[src/rtl/svmon_pkg.sv]
package svmon_pkg;
   localparam int NSUP      = 4;
   localparam int IDX_FIELD = 0;
   localparam int IDX_LOGIC = 1;
   localparam int IDX_IO    = 2;
   localparam int IDX_REG   = 3;

   // index of each latched bit inside the sticky array
   localparam int NLATCH    = 2;
   localparam int LAT_FIELD = 0;
   localparam int LAT_REG   = 1;

   typedef struct packed {
      logic reg_int;
      logic field_int;
      logic field_live;
   } svmon_stat_t;
endpackage

[src/rtl/svmon_sync.sv]
module svmon_sync #(
   parameter int               WIDTH   = 4,
   parameter int               STAGES  = 2,
   parameter logic [WIDTH-1:0] RST_VAL = '1
) (
   input  logic             clk,
   input  logic             rst_n,
   input  logic [WIDTH-1:0] d,
   output logic [WIDTH-1:0] q
);
   generate
      if (STAGES == 0) begin : g_bypass
         assign q = d;
      end else begin : g_chain
         logic [WIDTH-1:0] stg [STAGES];
         always_ff @(posedge clk or negedge rst_n) begin
            if (!rst_n) begin
               for (int k = 0; k < STAGES; k++) stg[k] <= RST_VAL;
            end else begin
               stg[0] <= d;
               for (int k = 1; k < STAGES; k++) stg[k] <= stg[k-1];
            end
         end
         assign q = stg[STAGES-1];
      end
   endgenerate
endmodule

[src/rtl/svmon_filter.sv]
module svmon_filter #(
   parameter int               WIDTH   = 4,
   parameter int               CYCLES  = 4,
   parameter logic [WIDTH-1:0] RST_VAL = '1
) (
   input  logic             clk,
   input  logic             rst_n,
   input  logic [WIDTH-1:0] d,
   output logic [WIDTH-1:0] q
);
   localparam int            CW   = (CYCLES > 1) ? $clog2(CYCLES) : 1;
   localparam logic [CW-1:0] LAST = CW'(CYCLES - 1);

   generate
      for (genvar b = 0; b < WIDTH; b++) begin : g_bit
         logic [CW-1:0] cnt;
         logic          val;
         always_ff @(posedge clk or negedge rst_n) begin
            if (!rst_n) begin
               cnt <= '0;
               val <= RST_VAL[b];
            end else if (d[b] != val) begin
               if (cnt == LAST) begin
                  cnt <= '0;
                  val <= d[b];
               end else begin
                  cnt <= cnt + 1'b1;
               end
            end else begin
               cnt <= '0;
            end
         end
         assign q[b] = val;
      end
   endgenerate
endmodule

[src/rtl/svmon_sticky.sv]
module svmon_sticky #(
   parameter int WIDTH = 2
) (
   input  logic             clk,
   input  logic             rst_n,
   input  logic [WIDTH-1:0] set_lvl,
   input  logic             clr,
   output logic [WIDTH-1:0] q
);
   generate
      for (genvar b = 0; b < WIDTH; b++) begin : g_bit
         logic bit_q;
         always_ff @(posedge clk or negedge rst_n) begin
            if (!rst_n) bit_q <= 1'b0;
            else        bit_q <= set_lvl[b] | (bit_q & ~clr);
         end
         assign q[b] = bit_q;
      end
   endgenerate
endmodule

[src/rtl/supply_uv_monitor.sv]
module supply_uv_monitor
   import svmon_pkg::*;
#(
   parameter int SYNC_STAGES = 2,
   parameter int FILT_CYCLES = 4
) (
   input  logic       clk,
   input  logic       rst_n,
   input  logic       uv_field_i,
   input  logic       uv_logic_i,
   input  logic       uv_io_i,
   input  logic       uv_reg_i,
   input  logic       reg_uv_en_i,
   input  logic       rd_stat_i,
   output logic       uv_o,
   output logic       drv_en_o,
   output logic       irq_n_o,
   output logic       bus_ok_o,
   output logic [2:0] stat_o
);
   localparam logic [NSUP-1:0] ALL_LOW = '1;

   generate
      if (SYNC_STAGES < 0 || SYNC_STAGES > 4) begin : g_bad_sync
         $error("SYNC_STAGES must lie in 0..4");
      end
      if (FILT_CYCLES < 1 || FILT_CYCLES > 65535) begin : g_bad_filt
         $error("FILT_CYCLES must lie in 1..65535");
      end
   endgenerate

   logic [NSUP-1:0] raw, synced, qual;
   assign raw[IDX_FIELD] = uv_field_i;
   assign raw[IDX_LOGIC] = uv_logic_i;
   assign raw[IDX_IO]    = uv_io_i;
   assign raw[IDX_REG]   = uv_reg_i;

   svmon_sync #(.WIDTH(NSUP), .STAGES(SYNC_STAGES), .RST_VAL(ALL_LOW)) u_sync (
      .clk(clk), .rst_n(rst_n), .d(raw), .q(synced));

   svmon_filter #(.WIDTH(NSUP), .CYCLES(FILT_CYCLES), .RST_VAL(ALL_LOW)) u_filt (
      .clk(clk), .rst_n(rst_n), .d(synced), .q(qual));

   logic core_low, bus_ok, uv_any, clr;
   assign core_low = qual[IDX_FIELD] | qual[IDX_LOGIC] | qual[IDX_IO];
   assign bus_ok   = ~(qual[IDX_LOGIC] | qual[IDX_IO]);
   assign uv_any   = core_low | (qual[IDX_REG] & reg_uv_en_i);
   assign clr      = rd_stat_i & bus_ok;

   logic [NLATCH-1:0] lat_set, lat_q;
   assign lat_set[LAT_FIELD] = qual[IDX_FIELD];
   assign lat_set[LAT_REG]   = qual[IDX_REG];

   svmon_sticky #(.WIDTH(NLATCH)) u_sticky (
      .clk(clk), .rst_n(rst_n), .set_lvl(lat_set), .clr(clr), .q(lat_q));

   // power-up gate: opens the first time no monitored supply is low
   logic pu_done;
   always_ff @(posedge clk or negedge rst_n) begin
      if (!rst_n) pu_done <= 1'b0;
      else        pu_done <= pu_done | ~uv_any;
   end

   svmon_stat_t st;
   assign st.field_live = qual[IDX_FIELD];
   assign st.field_int  = lat_q[LAT_FIELD];
   assign st.reg_int    = lat_q[LAT_REG];

   assign uv_o     = uv_any;
   assign drv_en_o = (pu_done | ~uv_any) & ~core_low;
   assign irq_n_o  = bus_ok ? ~(|lat_q) : 1'b1;
   assign bus_ok_o = bus_ok;
   assign stat_o   = st;
endmodule

[config.mk]
export PLATFORM = sky130hd
export DESIGN_NAME = supply_uv_monitor
export DESIGN_NICKNAME = d
export VERILOG_FILES = /design/src/rtl/svmon_pkg.sv /design/src/rtl/svmon_sync.sv /design/src/rtl/svmon_filter.sv /design/src/rtl/svmon_sticky.sv /design/src/rtl/supply_uv_monitor.sv
export SDC_FILE = /design/constraint.sdc
export NUM_CORES = 1
export LEC_CHECK = 0
export ABC_AREA = 1
export BUFFER_PORTS_ARGS = -buffer_cell sky130_fd_sc_hd__buf_2
export CORE_ASPECT_RATIO = 1.5
export CORE_MARGIN = 4
export CORE_UTILIZATION = 31
export CTS_CLUSTER_SIZE = 20
export DETAILED_ROUTE_END_ITERATION = 12
export PLACE_DENSITY = 0.57
export SETUP_SLACK_MARGIN = 0.05
export SKIP_LAST_GASP = 1
export SLEW_MARGIN = 20
export SYNTH_ARGS = -nofsm -noshare
export SYNTH_HDL_FRONTEND = slang
export SYNTH_SLANG_ARGS = --single-unit
[constraint.sdc]
create_clock -name clk -period 1 [get_ports clk]
set_input_delay 0.2 -clock clk [delete_from_list [all_inputs] [get_ports clk]]
set_output_delay 0.2 -clock clk [all_outputs]
set_load 0.02 [all_outputs]
==> results_dict.tcl <==
set metrics [dict create \
    status "complete, but fails checks" \
    violations "setup timing" \
    grt_max_degree 24 \
    arrival_ns 1.14 \
    r2r-start "u_filt.g_bit[2].val" \
    hold_violations 0 \
    port-buffer-count 14 \
    startpoint_type "flip-flop" \
    grt_pass1_vias 667 \
    die_h_um 74.57 \
    grt_pass1_wl_um 2684 \
    synth.avg_cell_area_um2 10.41 \
    worstSetupPathType "reg2out" \
    irDropWorstVdd_mv 1.049 \
    die_area_um2 3906 \
    io_pins 15 \
    synth_cells 88 \
    cellPowerDensity_nw_per_um2 3006 \
    fin_ws_ns -0.3370 \
    final_layout_size_suffix_gt1_share_pct 55.36 \
    ctsHtreeMaxLevel 1 \
    final-max-slew-violation-count 0 \
    ff2ff_path_depth 5 \
    antenna_found_initial 0 \
    rows 23 \
    initial_utilization_pct 33.15 \
    first_iter_violations 6 \
    place_inst 141 \
    drc 0 \
    clockBufferDepth 2 \
    syn-num-nets 100 \
    area_growth_pct 35.79 \
    critPathMaxFanout 2 \
    critPathLaunch "u_filt.g_bit[3].val" \
    final.fill_count 285 \
    gp_congestion 0.6378 \
    crit_required_ns 0.80 \
    rsz0062_at_grt "true" \
    cts_sinks 23 \
    stdcell_count 149 \
    vias 635 \
    cts_tree "yes" \
    reg2reg_slack_ns 0.02 \
    fmaxAchievable_mhz 747.9 \
    dp_hpwl_um 1008 \
    clk_latency_ns 0.26 \
    grt.total_usage_pct 9.401 \
    core_area_um2 2763 \
    clockRootBuffer "clkbuf_8" \
    holdPathEnd "u_sync.g_chain.stg[5]" \
    numCtsBuffers 3 \
    final_common_cell "nand2_1" \
    die-width_um 52.38 \
    end_kind "primary output" \
    fin_nets 125 \
    drt_first_pass_iters 2 \
    worst_pin_slew_ns 0.4876 \
    clock_skew_ns 0.002927 \
    mostFrequentLayoutCells "14 x nand2_1, 12 x dfstp_2, 11 x dfrtp_1" \
    period_needed_ns 1.337 \
    wl_per_cell_um 10.51 \
    dp_slack_ns -0.1113 \
    setup_viol 7 \
    postRouteAntennaNets 0 \
    seq_area_frac_synth_pct 64.48 \
    cap_violations 0 \
    viasPerCell 4.262 \
    r2r-end "u_filt.g_bit[2].cnt[1]" \
    ys_ff_latch 23 \
    hold_path_class "in2reg" \
    antenna_cells 0 \
    worstHoldStart "uv_logic_i" \
    slew_headroom_pct 67.49 \
    drt_wl_total_um 1566 \
    synth_area_um2 915.9 \
    clk_pin_slew_ns 0.08 \
    period_share_pct 133.7 \
    yosys_warnings 0 \
    p_leak_nw 0.6034 \
    hold_depth 1 \
    synthDistinctLibCells 13 \
    gr-total-overflow 0 \
]
-- power breakdown --
group	internal, W	switching, W
combinational	0.000853	0.000882
clock	0.000277	0.000274
sequential	0.00126	0.000188
-- final cells by class --
type,instances,area (um^2),share of cell area [%]
Clock buffer,3,41.29,3.320
Timing Repair Buffer,23,192.7,15.49
Multi-Input combinational cell,48,310.3,24.95
Clock inverter,1,5.005,0.4024
Tap cell,37,46.29,3.722
Sequential cell,23,590.6,47.48
Inverter,14,57.56,4.628
-- per-layer routing --
metal | up-vias | wire length [um] | GRT usage [%]
li1 | 311 | - | -
met1 | 304 | 538 | 9.252
met2 | 14 | 917 | 16.99
met3 | 6 | 62 | 1.804
met4 | 0 | 48 | 6.818
met5 | - | 0 | 0
-- stage by stage --
step                util, %   TNS, ns  hold WS (ns)  power [W]  area (um^2)
floorplan                 -  -0.08855      -0.09559   0.002307        925.9
global placement      38.27   -0.1201        0.1905   0.002620         1057
detailed placement    38.27   -0.1639        0.1941   0.002684         1057
CTS                   42.84    -1.436       0.02207   0.003559         1184
global route          45.02    -1.888       0.01999   0.004052         1244
finish                45.02    -1.436       0.03046   0.003738         1244
-- synthesized netlist by cell type --
| cell | n | area (um^2) |
|---|---|---|
| or2_1 | 2 | 12.51 |
| dfstp_2 | 12 | 315.3 |
| nand3_2 | 1 | 10.01 |
| nand2_1 | 24 | 90.09 |
| nor2_4 | 1 | 11.26 |
| inv_1 | 14 | 52.55 |
| ha_1 | 4 | 50.05 |
| o21ai_0 | 5 | 25.02 |
| nor2_1 | 8 | 30.03 |
| dfrtp_1 | 11 | 275.3 |
| or2_0 | 2 | 12.51 |
| buf_4 | 3 | 22.52 |
| a21oi_2 | 1 | 8.760 |
-- cell families after synthesis --
group | Yosys count | synth area share (%)
flops | 23 | 64.48
fa+ha+maj | 4 | 5.465
compound gates | 6 | 3.688
buf+inv | 17 | 8.197
simple gates | 38 | 18.17
-- how the worst max path moves through the flow --
stage,endpoint,slack [ns],cells after the start
after floorplan,drv_en_o,-0.05,3
after global placement,drv_en_o,-0.08,4
after detailed placement,drv_en_o,-0.11,4
after CTS,drv_en_o,-0.34,4
after global routing,drv_en_o,-0.40,4
final,drv_en_o,-0.34,4
-- state kept, by name, summed over array words and instances (netlist names) --
| register | count |
|---|---|
| u_filt.g_bit.cnt | 8 |
| u_sync.q | 4 |
| u_sync.g_chain.stg | 4 |
| u_sticky.g_bit.bit_q | 2 |
| u_filt.g_bit.val | 4 |
| pu_done | 1 |
-- critical path, cell delays in order (launching register included) --
cell	delay, ns
dfstp_2	0.55
nand2_2	0.07
inv_2	0.07
a21oi_4	0.05
buf_6	0.13
-- timing repair --
| action | in CTS | in global routing |
|---|---|---|
| setup buffers | 2 | 4 |
| pin swaps | 10 | 11 |
| hold buffers | 1 | 0 |
| gates cloned | 0 | 0 |
| resized for setup | 25 | 18 |
| setup endpoints to repair | 17 | 18 |
| hold endpoints to repair | 11 | 0 |
Note: power is estimated with default switching activity, not from simulation.
